### src/rtl/wst_pkg.sv
package wst_pkg;

    localparam int CNT_W    = 56;
    localparam int DATA_W   = 32;
    localparam int ADDR_W   = 4;
    localparam int WIN_CNT  = 6;
    localparam int WIN_STEP = 4;
    localparam int HI_W     = CNT_W - DATA_W;
    localparam int DIV_W    = 3;

    localparam logic [DIV_W-1:0]  DIV_RST = DIV_W'(2);
    localparam logic [ADDR_W-1:0] A_HI    = ADDR_W'(6);
    localparam logic [ADDR_W-1:0] A_CAP   = ADDR_W'(7);
    localparam logic [ADDR_W-1:0] A_CTRL  = ADDR_W'(8);

    typedef logic [CNT_W-1:0]  cnt_t;
    typedef logic [DATA_W-1:0] word_t;
    typedef logic [HI_W-1:0]   hi_t;
    typedef logic [DIV_W-1:0]  div_t;

    typedef struct packed {
        logic              rd;
        logic              wr;
        logic [ADDR_W-1:0] addr;
        word_t             wdata;
    } bus_req_t;

    typedef enum logic [2:0] {
        SEL_WIN,
        SEL_HI,
        SEL_CAP,
        SEL_CTRL,
        SEL_NONE
    } sel_e;

    function automatic sel_e decode(input logic [ADDR_W-1:0] a);
        if (a < ADDR_W'(WIN_CNT)) return SEL_WIN;
        if (a == A_HI)            return SEL_HI;
        if (a == A_CAP)           return SEL_CAP;
        if (a == A_CTRL)          return SEL_CTRL;
        return SEL_NONE;
    endfunction

endpackage

### src/rtl/wst_prescaler.sv
module wst_prescaler
    import wst_pkg::*;
(
    input  logic clk,
    input  logic clr_i,
    input  logic suspend_i,
    input  div_t div_cfg_i,
    output logic tick_o,
    output div_t div_act_o
);

    div_t pre_q;
    div_t div_act_q;
    logic roll;

    assign roll      = (div_act_q != '0) && (pre_q == div_act_q - DIV_W'(1));
    assign tick_o    = roll && !suspend_i;
    assign div_act_o = div_act_q;

    always_ff @(posedge clk) begin
        if (clr_i) begin
            pre_q     <= '0;
            div_act_q <= DIV_RST;
        end else if (!suspend_i) begin
            if (div_act_q == '0) begin
                pre_q     <= '0;
                div_act_q <= div_cfg_i;
            end else if (roll) begin
                pre_q     <= '0;
                div_act_q <= div_cfg_i;
            end else begin
                pre_q     <= pre_q + DIV_W'(1);
            end
        end
    end


    div_act_hold_chk: assert property (@(posedge clk) disable iff (clr_i)
        (!tick_o && div_act_q != '0) |=> $stable(div_act_q));

endmodule

### src/rtl/wst_counter.sv
module wst_counter
    import wst_pkg::*;
#(
    parameter cnt_t RST_VAL = '0
) (
    input  logic clk,
    input  logic clr_i,
    input  logic tick_i,
    output cnt_t cnt_o
);

    cnt_t cnt_q;

    always_ff @(posedge clk) begin
        if (clr_i)
            cnt_q <= RST_VAL;
        else if (tick_i)
            cnt_q <= cnt_q + CNT_W'(1);
    end

    assign cnt_o = cnt_q;

endmodule

### src/rtl/wst_regif.sv
module wst_regif
    import wst_pkg::*;
(
    input  logic     clk,
    input  logic     clr_i,
    input  logic     hw_rst_i,
    input  bus_req_t req_i,
    input  cnt_t     cnt_i,
    output div_t     div_o,
    output word_t    rdata_o
);

    word_t win_w [WIN_CNT];
    div_t  div_q;
    hi_t   cap_q;
    word_t rdata_q;
    word_t rd_val;
    sel_e  sel;
    logic  win_rd;
    logic  ctrl_wr;
    logic  unused_wdata;

    for (genvar g = 0; g < WIN_CNT; g++) begin : g_win
        assign win_w[g] = cnt_i[g*WIN_STEP +: DATA_W];
    end

    assign sel          = decode(req_i.addr);
    assign win_rd       = req_i.rd && (sel == SEL_WIN);
    assign ctrl_wr      = req_i.wr && (sel == SEL_CTRL);
    assign unused_wdata = ^req_i.wdata[DATA_W-1:DIV_W];

    always_comb begin
        rd_val = '0;
        unique case (sel)
            SEL_WIN: begin
                for (int i = 0; i < WIN_CNT; i++)
                    if (req_i.addr == ADDR_W'(i)) rd_val = win_w[i];
            end
            SEL_HI:   rd_val = DATA_W'(cnt_i[CNT_W-1:DATA_W]);
            SEL_CAP:  rd_val = DATA_W'(cap_q);
            SEL_CTRL: rd_val = DATA_W'(div_q);
            default:  rd_val = '0;
        endcase
    end

    always_ff @(posedge clk) begin
        if (clr_i) begin
            div_q <= DIV_RST;
            cap_q <= '0;
        end else begin
            if (ctrl_wr) div_q <= req_i.wdata[DIV_W-1:0];
            if (win_rd)  cap_q <= cnt_i[CNT_W-1:DATA_W];
        end
    end

    always_ff @(posedge clk) begin
        if (clr_i || hw_rst_i)
            rdata_q <= '0;
        else if (req_i.rd)
            rdata_q <= rd_val;
    end

    assign div_o   = div_q;
    assign rdata_o = rdata_q;


    cap_hold_chk: assert property (@(posedge clk) disable iff (clr_i)
        !win_rd |=> $stable(cap_q));


    div_write_guard_chk: assert property (@(posedge clk) disable iff (clr_i)
        !(req_i.wr && req_i.addr == A_CTRL) |=> $stable(div_q));

endmodule

### src/rtl/wide_sys_timer.sv
module wide_sys_timer
    import wst_pkg::*;
#(
    parameter logic [55:0] RST_VAL = '0
) (
    input  logic        clk,
    input  logic        por_rst,
    input  logic        wdt_rst,
    input  logic        sw_rst,
    input  logic        sw_tmr_req,
    input  logic        hw_rst,
    input  logic        dbg_suspend,
    input  logic        rd_en,
    input  logic        wr_en,
    input  logic [3:0]  addr,
    input  logic [31:0] wdata,
    output logic [31:0] rdata
);

    logic     full_clr;
    logic     tick;
    div_t     div_cfg;
    div_t     div_act;
    cnt_t     cnt;
    bus_req_t req;

    assign full_clr = por_rst || wdt_rst || (sw_rst && sw_tmr_req);
    assign req      = '{rd: rd_en, wr: wr_en, addr: addr, wdata: wdata};

    wst_prescaler u_pre (
        .clk       (clk),
        .clr_i     (full_clr),
        .suspend_i (dbg_suspend),
        .div_cfg_i (div_cfg),
        .tick_o    (tick),
        .div_act_o (div_act)
    );

    wst_counter #(.RST_VAL(RST_VAL)) u_cnt (
        .clk    (clk),
        .clr_i  (full_clr),
        .tick_i (tick),
        .cnt_o  (cnt)
    );

    wst_regif u_reg (
        .clk      (clk),
        .clr_i    (full_clr),
        .hw_rst_i (hw_rst),
        .req_i    (req),
        .cnt_i    (cnt),
        .div_o    (div_cfg),
        .rdata_o  (rdata)
    );


    cnt_step_chk: assert property (@(posedge clk) disable iff (full_clr)
        tick |=> cnt == $past(cnt) + CNT_W'(1));


    zero_div_hold_chk: assert property (@(posedge clk) disable iff (full_clr)
        (div_act == '0) |=> $stable(cnt));


    suspend_hold_chk: assert property (@(posedge clk) disable iff (full_clr)
        dbg_suspend |=> $stable(cnt) && $stable(div_act));


    sw_noreq_chk: assert property (@(posedge clk) disable iff (full_clr)
        (sw_rst && !sw_tmr_req) |=> (cnt == $past(cnt) || cnt == $past(cnt) + CNT_W'(1)));


    hw_keep_chk: assert property (@(posedge clk) disable iff (full_clr)
        hw_rst |=> $stable(div_cfg) && (cnt == $past(cnt) || cnt == $past(cnt) + CNT_W'(1)));

endmodule

### config.mk
export PLATFORM = sky130hd
export DESIGN_NAME = wide_sys_timer
export DESIGN_NICKNAME = d
export VERILOG_FILES = /design/src/rtl/wst_pkg.sv /design/src/rtl/wst_prescaler.sv /design/src/rtl/wst_counter.sv /design/src/rtl/wst_regif.sv /design/src/rtl/wide_sys_timer.sv
export SDC_FILE = /design/constraint.sdc
export NUM_CORES = 1
export LEC_CHECK = 0
export BUFFER_PORTS_ARGS = -buffer_cell sky130_fd_sc_hd__buf_2
export CELL_PAD_IN_SITES_DETAIL_PLACEMENT = 0
export CELL_PAD_IN_SITES_GLOBAL_PLACEMENT = 1
export CORE_ASPECT_RATIO = 1.4
export CORE_MARGIN = 1
export CORE_UTILIZATION = 48
export DETAILED_ROUTE_END_ITERATION = 7
export HOLD_SLACK_MARGIN = 0.1
export MAX_ROUTING_LAYER = met4
export PLACE_DENSITY = 0.95
export SLEW_MARGIN = 15
export SYNTH_ARGS = -nofsm -noshare
export SYNTH_HDL_FRONTEND = slang
export SYNTH_SLANG_ARGS = --single-unit
### constraint.sdc
create_clock -name clk -period 6.05 [get_ports clk]
set_input_delay 1.21 -clock clk [delete_from_list [all_inputs] [get_ports clk]]
set_output_delay 1.21 -clock clk [all_outputs]
set_load 0.01 [all_outputs]
# After elaboration in Yosys (flattened, before gate mapping)
# Index checks and enable logic that the tools add are counted.
# classes
n_addsub	3
mux	29
order_cmp	1
n_bitwise	1
eq_ne	12
n_reduce_logical	15
# op_table
op	n
$mux 32	6
$pmux 32 s4	1
$add 56x1->56 const B	1
$mux 3	12
$eq 4x3->1 const B	4
$mux 1	10
$eq 4x2->1 const B	2
$eq 3x2->1 const B	2
$logic_not 3->1	2
$logic_and 1x1->1	5
$eq 4x1->1 const B	1
$eq 4x4->1 const B	1
$logic_not 4->1	1
$lt 4x3->1 const B	1
$add 3x1->3 const B	1
$eq 3x1->1 const B	1
$eq 3x3->1	1
$logic_or 1x1->1	3
$reduce_bool 3->1	1
$sub 3x1->3 const B	1
$reduce_and 2->1	1
$reduce_bool 2->1	1
$logic_not 1->1	1
$not 1->1	1
# totals
wordCells	67
output_inout_bits	32
register_bits	121

# Depth between registers and ports, before layout
# Gate-level depths: netlist (run 1).
# depth
ltp_word	14
mapped_depth	11
depth_no_buf	8

# Modules after synthesis
# Synthesis (run 1) repeated with hierarchy kept, for this count alone.
# unflattened
hier_cells	944
area_unflattened_um2	7404.6
# modules_own_cells
mod	area_per_inst_um2	cells_per_inst	instances
wst_regif	4305.4	572	1
wst_counter	2690.1	326	1
wst_prescaler	400.4	45	1
wide_sys_timer	8.8	1	1

# Worst setup path before layout (run 1)
# No wires, ideal clock.
# synth_timing
kind	input to register
from	input addr[1]
to	register u_reg.rdata_q[11] (netlist: u_reg.rdata_o[11])
required_ps	5935
path_buffers	2
setup_time_ps	115
arrival_ps	2653
stages	6
slack_ps	3283
path_cell_list	clkbuf_1 -> clkbuf_1 -> mux4_2 -> a222oi_1 -> nor2_1 -> o21a_1
# synth_via
elab_chain_len	11
word_cells_on_any_way	38
classes_between	1 x order compare; 11 x eq/ne; 24 x mux; 2 x reduce/logical
# synth_lines
item	line	source
start: declaration	wide_sys_timer.sv:15	input logic [3:0] addr,
$eq 4x4->1	wst_pkg.sv:40	if (a == A_CTRL) return SEL_CTRL;
$mux 1 (2 in series)	wst_pkg.sv:40	
$mux 1	wst_pkg.sv:39	if (a == A_CAP) return SEL_CAP;
$mux 1	wst_pkg.sv:38	if (a == A_HI) return SEL_HI;
$mux 3	wst_pkg.sv:41	return SEL_NONE;
$mux 3	wst_pkg.sv:40	
$mux 3	wst_pkg.sv:39	
$mux 3	wst_pkg.sv:38	
$eq 3x2->1 (tied with other cells)	wst_regif.sv:34	unique case (sel)
$pmux 32 s4 *	wst_regif.sv:34	
end signal: assignment	wst_regif.sv:60	rdata_q <= rd_val;
end: declaration	wst_regif.sv:16	word_t rdata_q;
# Mark *: on every way between the ends. The rest lies on a longest branch, timed or not. The select of a mux whose other input is x is not followed.
# A chain may end at the register's enable or synchronous reset.

# Final worst setup path (run 1)
# layout_timing
from	input addr[0]
to	register u_reg.rdata_q[2] (netlist: u_reg.rdata_o[2])
# Same word-level chain as after synthesis.

==> reports/qor.txt, run 1 <==
Met2 usage -> 0.448
Die area -> 14700 um2
Vias in the first global route -> 5929
Antenna diode instance count -> 0
Crit start category -> input port
CTS sink cnt -> 121
WS Path Type -> input port to flip-flop
Root Buffer -> clkbuf_16
Setup-failing EPs final -> 0
Final WL -> 19500 um
Port bufs -> 47
First-pass GRT wire length -> 31100 um
Synth area leader -> dfxtp_1
Min cycle time layout -> 3.43 ns
Fin. max-slew vios -> 0
Worst VDD drop -> 0.152 mV
Layout Area Growth over Synthesis -> 11.2%
Worst EP arrival -> 3.74 ns
Detail Route Antenna Nets -> 0
Nets -> 845
M3 GR Usage -> 0.0460
Wirelength per Cell -> 19.6 um
Overall power -> 1.94 mW
Total grt overflow -> 0
Rows -> 51
Worst-margin pin slew -> 1.17 ns
Reg clk slew, reported paths -> 0.06 ns
Iter 0 DRT Violations -> 720
Vias/cell -> 6.63
Critical Path RT -> 6.36 ns
Synth Instances -> 811
Final core occ -> 0.545
Ranking of synthesized cells by area -> dfxtp_1 36%, mux4_2 5.6%, nand2_1 5.2%
Final worst-path cycle share -> 0.566
Worst Hold Class -> flip-flop to flip-flop
Total track usage -> 0.286
Area occupied by registers -> 2420 um2
Final Hold Fails -> 0
Fraction of registers with async set/reset -> 0
Initial antenna violation count -> 0
CTS buffer count -> 17
Cts hold-fix bufs -> 0
Largest net degree at the start of global routing -> 57
Register area share after synthesis -> 0.356
Worst r2r path cells -> 8
Setup TNS Final -> 0 ns
Setup crit start -> addr[0]
GR peak layer -> met2
Area of the multi-input gates -> 3970 um2
Bufs on Longest Clock Path -> 2
GPL Wtd Cong -> 0.916
Pre-antenna DRT Iters -> 8
WHS Path Cells -> 2
Chip width -> 103 um
Upper clock frequency limit -> 292 MHz
Cell variety after synth -> 55
Area fraction of the dominant cell type after synthesis -> 0.356
CTS tree -> done
Initial Utilization -> 0.490
I/O pins -> 77
Die H -> 143 um
Crit-path slowest cell -> and4_1
Latest clock arrival within the worst-skew pair -> 0.42 ns
Critical path endpoint category -> flip-flop
Critical Path, Cell by Cell -> buf_2 > buf_4 > inv_1 > and4_1 > a222oi_1 > nor2_1 > o31a_1
Fill cell count -> 1330
Yosys Warn Count -> 0
H-tree levels -> 4
Clock Skews -> 0.00854 ns
Placed insts -> 962
Non-filler instance count after layout -> 994
Total core area -> 13900 um2
DP Wirelength -> 12700 um
Launch point of the worst reg-to-reg path -> u_pre.div_act_o[0]$_SDFFE_PP0P_
Main synth FF type -> dfxtp_1
Average size of a mapped cell -> 8.40 um2
Setup repair bufs after CTS -> 0
Layout cells sized above 1 -> 0.146
Min-delay src -> u_reg.cap_q[4]$_SDFFE_PP0P_
Total number of vias -> 6589
CTS-repair resized insts -> 0
Register bit total from synthesis -> 121
Status -> complete, but fails checks
Slew headroom -> 0.217
Syn nets -> 860
GR Util met1 -> 0.347
Largest stage delay on the critical path -> 0.68 ns
Drc violations -> 2
Max_cap viols -> 0
Leakage -> 2.34 nW
Unrepaired setup endpoints after global routing -> false
Power density cells -> 256 nW/um2
Post-synth EDFFs -> 0
Post-Syn Area -> 6810 um2
Critical Path Fanout Max -> 39
Failing checks -> design-rule violations
-- worst max-delay path, delay by kind of cell --
kind,cells,cell delay [ns]
buffers and inverters,3,0.94
AO/OA/AOI/OAI,2,0.81
AND/OR/NAND/NOR,2,0.76
-- per-layer routing --
layer	vias up	routed length [um]
li1	3027	-
met1	3160	7820
met2	338	9330
met3	64	1450
met4	0	939
met5	-	0
-- worst paths after layout --
path	to	slack, ns
worst max-delay path	u_reg.rdata_o[2]$_SDFFE_PP0P_	2.62
worst min-delay path	u_reg.cap_q[4]$_SDFFE_PP0P_	0.45
worst max register to register	u_cnt.cnt_o[34]$_SDFFE_PP0P_	2.72
worst min register to register	u_reg.cap_q[4]$_SDFFE_PP0P_	0.45
-- state kept, by name, indices dropped and copies added, names as in the netlist --
name and cells:
u_pre.div_act_o 3, u_pre.pre_q 3, u_cnt.cnt_o 56, u_reg.div_o 3, u_reg.cap_q 24, u_reg.rdata_o 32
-- report_power, final --
part	internal, mW	total, mW	switching, mW
Combinational	0.0230	0.0897	0.0667
Clock	0.660	1.05	0.395
Sequential	0.798	0.798	0.000682
Total	1.48	1.94	0.462
-- layout by cell type (no fill, tap or decap), types with 4 or more instances in the layout --
cell	count
or3_1	16
nor2_1	46
a21oi_1	71
mux4_2	17
o21ai_0	29
nand2_1	95
dfxtp_1	121
nor3_1	17
a221oi_1	9
nand3_1	22
nor2b_1	15
a222oi_1	21
a2bb2oi_1	8
o21a_1	15
nand4_1	20
buf_2	47
nor4_1	9
xor2_1	7
inv_1	13
or4_1	19
o211ai_1	4
a31oi_1	10
xnor2_1	15
o2bb2ai_1	12
and4_1	6
ha_1	4
mux2i_1	25
buf_4	7
clkbuf_16	17
a22oi_1	19
and3_1	6
clkinv_4	6
o31ai_1	19
-- cell usage after synthesis (7+ instances only) --
| cell type | instances |
|---|---|
| nor3_1 | 17 |
| o21ai_0 | 29 |
| a221oi_1 | 9 |
| a222oi_1 | 21 |
| clkbuf_1 | 54 |
| mux4_2 | 17 |
| or4_1 | 19 |
| inv_1 | 13 |
| a2bb2oi_1 | 8 |
| buf_2 | 18 |
| xor2_1 | 7 |
| nand3_1 | 23 |
| a21oi_1 | 71 |
| nor2_1 | 48 |
| nand2_1 | 95 |
| a22oi_1 | 19 |
| or3_1 | 16 |
| a31oi_1 | 10 |
| xnor2_1 | 15 |
| nor4_1 | 9 |
| o31ai_1 | 19 |
| nor2b_1 | 15 |
| nand4_1 | 20 |
| o21a_1 | 15 |
| dfxtp_1 | 121 |
| mux2i_1 | 25 |
| o2bb2ai_1 | 12 |
-- kinds of logic after synthesis --
kind of cell | share of synthesized area
simple gates | 0.219
compound gates | 0.230
flops | 0.356
buf+inv | 0.0641
mux | 0.0962
xor+xnor | 0.0283
fa+ha+maj | 0.00735
-- layout make-up --
| class | count | area share |
|---|---|---|
| tap | 185 | 0.0305 |
| clock inverter | 14 | 0.0231 |
| inverter | 13 | 0.00644 |
| sequential | 121 | 0.320 |
| multi-input combinational | 589 | 0.524 |
| clock buffer | 18 | 0.0579 |
| timing repair buffer | 54 | 0.0380 |
-- stage by stage --
step	hold slack [ns]	cell area (um2)	worst slack (ns)
detailed placement	0.448	6960	2.21
CTS	0.455	7580	2.64
floorplan	0.436	6810	3.28
global route	0.476	7580	2.48
finish	0.453	7580	2.62
global placement	0.441	6960	2.28
Note: power is estimated with default switching activity, not from simulation.
==> inputs of run 2 (changes only) <==
Settings changed: CORE_UTILIZATION 48 to 44, PLACE_DENSITY 0.95 to 0.91.
Clock period 6.05 ns to 3.4 ns, I/O delays scaled along.
==> run 2 against run 1 <==
Compared with the run above:
- the flow now finishes without violations
- clock-buffer cell count stayed put
- clock skew rose by 0.0038 ns
- die area grew 8.9%
- total power rose by 83%
- critical path depth grew 1
- clock power rose by 86%
- flip-flop and latch count did not move
- utilization down 2.7 points
- final area up 2.8%
- hold slack improved by 0.0032 ns
- via count hardly changed
- critical endpoint is now u_cnt.cnt_o[52]$_SDFFE_PP0P_
- largest power group unchanged
- largest cell class unchanged
==> reports/qor.txt, run 2 (synthesis results as in run 1) <==
Layout Area Growth over Synthesis -> 14.3%
Setup repair bufs after CTS -> 0
Die area -> 16000 um2
Reg clk slew, reported paths -> 0.06 ns
Commonest non-fill, non-tap cells in the layout -> 121 x dfxtp_1, 95 x nand2_1, 71 x a21oi_1, 47 x nor2_1, 47 x buf_2
Drc violations -> 0
Total number of vias -> 6592
Setup slack, reg-to-reg -> 0.82 ns
Worst hold endpoint -> u_reg.cap_q[13]$_SDFFE_PP0P_
Setup TNS Final -> 0 ns
Final Hold Fails -> 0
Final WL -> 20200 um
Chip width -> 107 um
Power density cells -> 455 nW/um2
Min cycle time layout -> 2.58 ns
First-pass GRT wire length -> 32300 um
Initial Utilization -> 0.453
Crit start category -> flip-flop
Clock Skews -> 0.0124 ns
Upper clock frequency limit -> 388 MHz
Fill cell count -> 1416
Cts hold-fix bufs -> 0
Most common cell after layout, fill and taps aside -> dfxtp_1
Detail Route Antenna Nets -> 0
WS Path Type -> flip-flop to flip-flop
CTS buffer count -> 17
Layout cells sized above 1 -> 0.168
Critical Path Fanout Max -> 13
I/O pins -> 77
H-tree levels -> 4
Antenna diode instance count -> 0
DP Wirelength -> 13400 um
Nets -> 868
Worst VDD drop -> 0.334 mV
Placed insts -> 992
Rows -> 53
Largest net degree at the start of global routing -> 51
Latest clock arrival within the worst-skew pair -> 0.42 ns
Non-filler instance count after layout -> 1024
Critical Path RT -> 3.75 ns
WHS Path Cells -> 2
Wirelength per Cell -> 19.7 um
CTS sink cnt -> 121
Leakage -> 2.47 nW
Port bufs -> 47
CTS-repair resized insts -> 0
Worst EP arrival -> 2.93 ns
Fin. max-slew vios -> 0
Max_cap viols -> 0
Slew headroom -> 0.474
Final worst-path cycle share -> 0.759
Unrepaired setup endpoints after global routing -> false
Critical path endpoint category -> flip-flop
Launch point of the worst reg-to-reg path -> u_pre.div_act_o[0]$_SDFFE_PP0P_
Min-delay src -> u_reg.cap_q[13]$_SDFFE_PP0P_
Total core area -> 15100 um2
Vias in the first global route -> 5991
Worst r2r path cells -> 8
Root Buffer -> clkbuf_16
Iter 0 DRT Violations -> 879
FF-to-FF End -> u_cnt.cnt_o[52]$_SDFFE_PP0P_
Setup-failing EPs final -> 0
GPL Wtd Cong -> 0.876
Pre-antenna DRT Iters -> 8
Bufs on Longest Clock Path -> 2
Status -> completed
Worst-margin pin slew -> 0.788 ns
Total track usage -> 0.267
Vias/cell -> 6.44
Largest register FFs -> 56
Die H -> 149 um
CTS tree -> done
Worst Hold Class -> flip-flop to flip-flop
Total grt overflow -> 0
Initial antenna violation count -> 0
-- run 2: worst max-delay path by stage --
stage,slack (ns),start,to
2_1_floorplan,1.10,u_pre.div_act_o[0]$_SDFFE_PP0P_,u_cnt.cnt_o[54]$_SDFFE_PP0P_
3_3_place_gp,0.68,addr[1],u_reg.rdata_o[9]$_SDFFE_PP0P_
3_5_place_dp,0.65,addr[1],u_reg.rdata_o[9]$_SDFFE_PP0P_
4_1_cts,0.83,u_pre.div_act_o[0]$_SDFFE_PP0P_,u_cnt.cnt_o[52]$_SDFFE_PP0P_
5_1_grt,0.64,u_pre.div_act_o[0]$_SDFFE_PP0P_,u_cnt.cnt_o[52]$_SDFFE_PP0P_
6_report,0.82,u_pre.div_act_o[0]$_SDFFE_PP0P_,u_cnt.cnt_o[52]$_SDFFE_PP0P_
-- run 2: metal layers --
| metal | GRT usage | vias up | share of wire |
|---|---|---|---|
| met5 | - | - | 0 |
| met4 | 0.137 | 0 | 0.042 |
| met3 | 0.0485 | 65 | 0.072 |
| met2 | 0.425 | 334 | 0.48 |
| met1 | 0.320 | 3128 | 0.40 |
| li1 | - | 3065 | - |
-- run 2: per-stage QoR --
| stage | worst slack (ns) | utilization | area, um2 | power, mW | hold slack, ns |
|---|---|---|---|---|---|
| after global routing | 0.640 | 0.517 | 7790 | 3.64 | 0.474 |
| after floorplan | 1.10 | - | 6810 | 1.56 | 0.436 |
| after CTS | 0.826 | 0.517 | 7790 | 3.56 | 0.456 |
| after global placement | 0.685 | 0.475 | 7160 | 1.62 | 0.441 |
| final | 0.820 | 0.517 | 7790 | 3.55 | 0.456 |
| after detailed placement | 0.654 | 0.475 | 7160 | 1.62 | 0.447 |
-- run 2: power by group --
part | internal [mW] | total [mW] | leakage (nW) | switching, mW
clock | 1.25 | 1.95 | 0.299 | 0.702
combinational | 0.0514 | 0.176 | 1.20 | 0.124
sequential | 1.42 | 1.42 | 0.974 | 0.00126
-- run 2: final cells by class --
| cell class | count | area (um2) | share of cell area |
|---|---|---|---|
| repair buffers | 77 | 473 | 0.0607 |
| flip-flops and latches | 121 | 2420 | 0.311 |
| clock buffers | 18 | 439 | 0.0564 |
| multi-input cells | 589 | 3970 | 0.510 |
| well taps | 192 | 240 | 0.0308 |
| clock inverters | 14 | 195 | 0.0251 |
| inverters | 13 | 48.8 | 0.00626 |
-- run 2: critical path, stage by stage (launching register included) --
cell     delay, ns
dfxtp_1       0.36
inv_1         0.06
ha_1          0.19
ha_1          0.28
xor2_1        0.21
and4_1        0.37
nand3_2       0.31
or4_1         0.59
a21oi_1       0.14
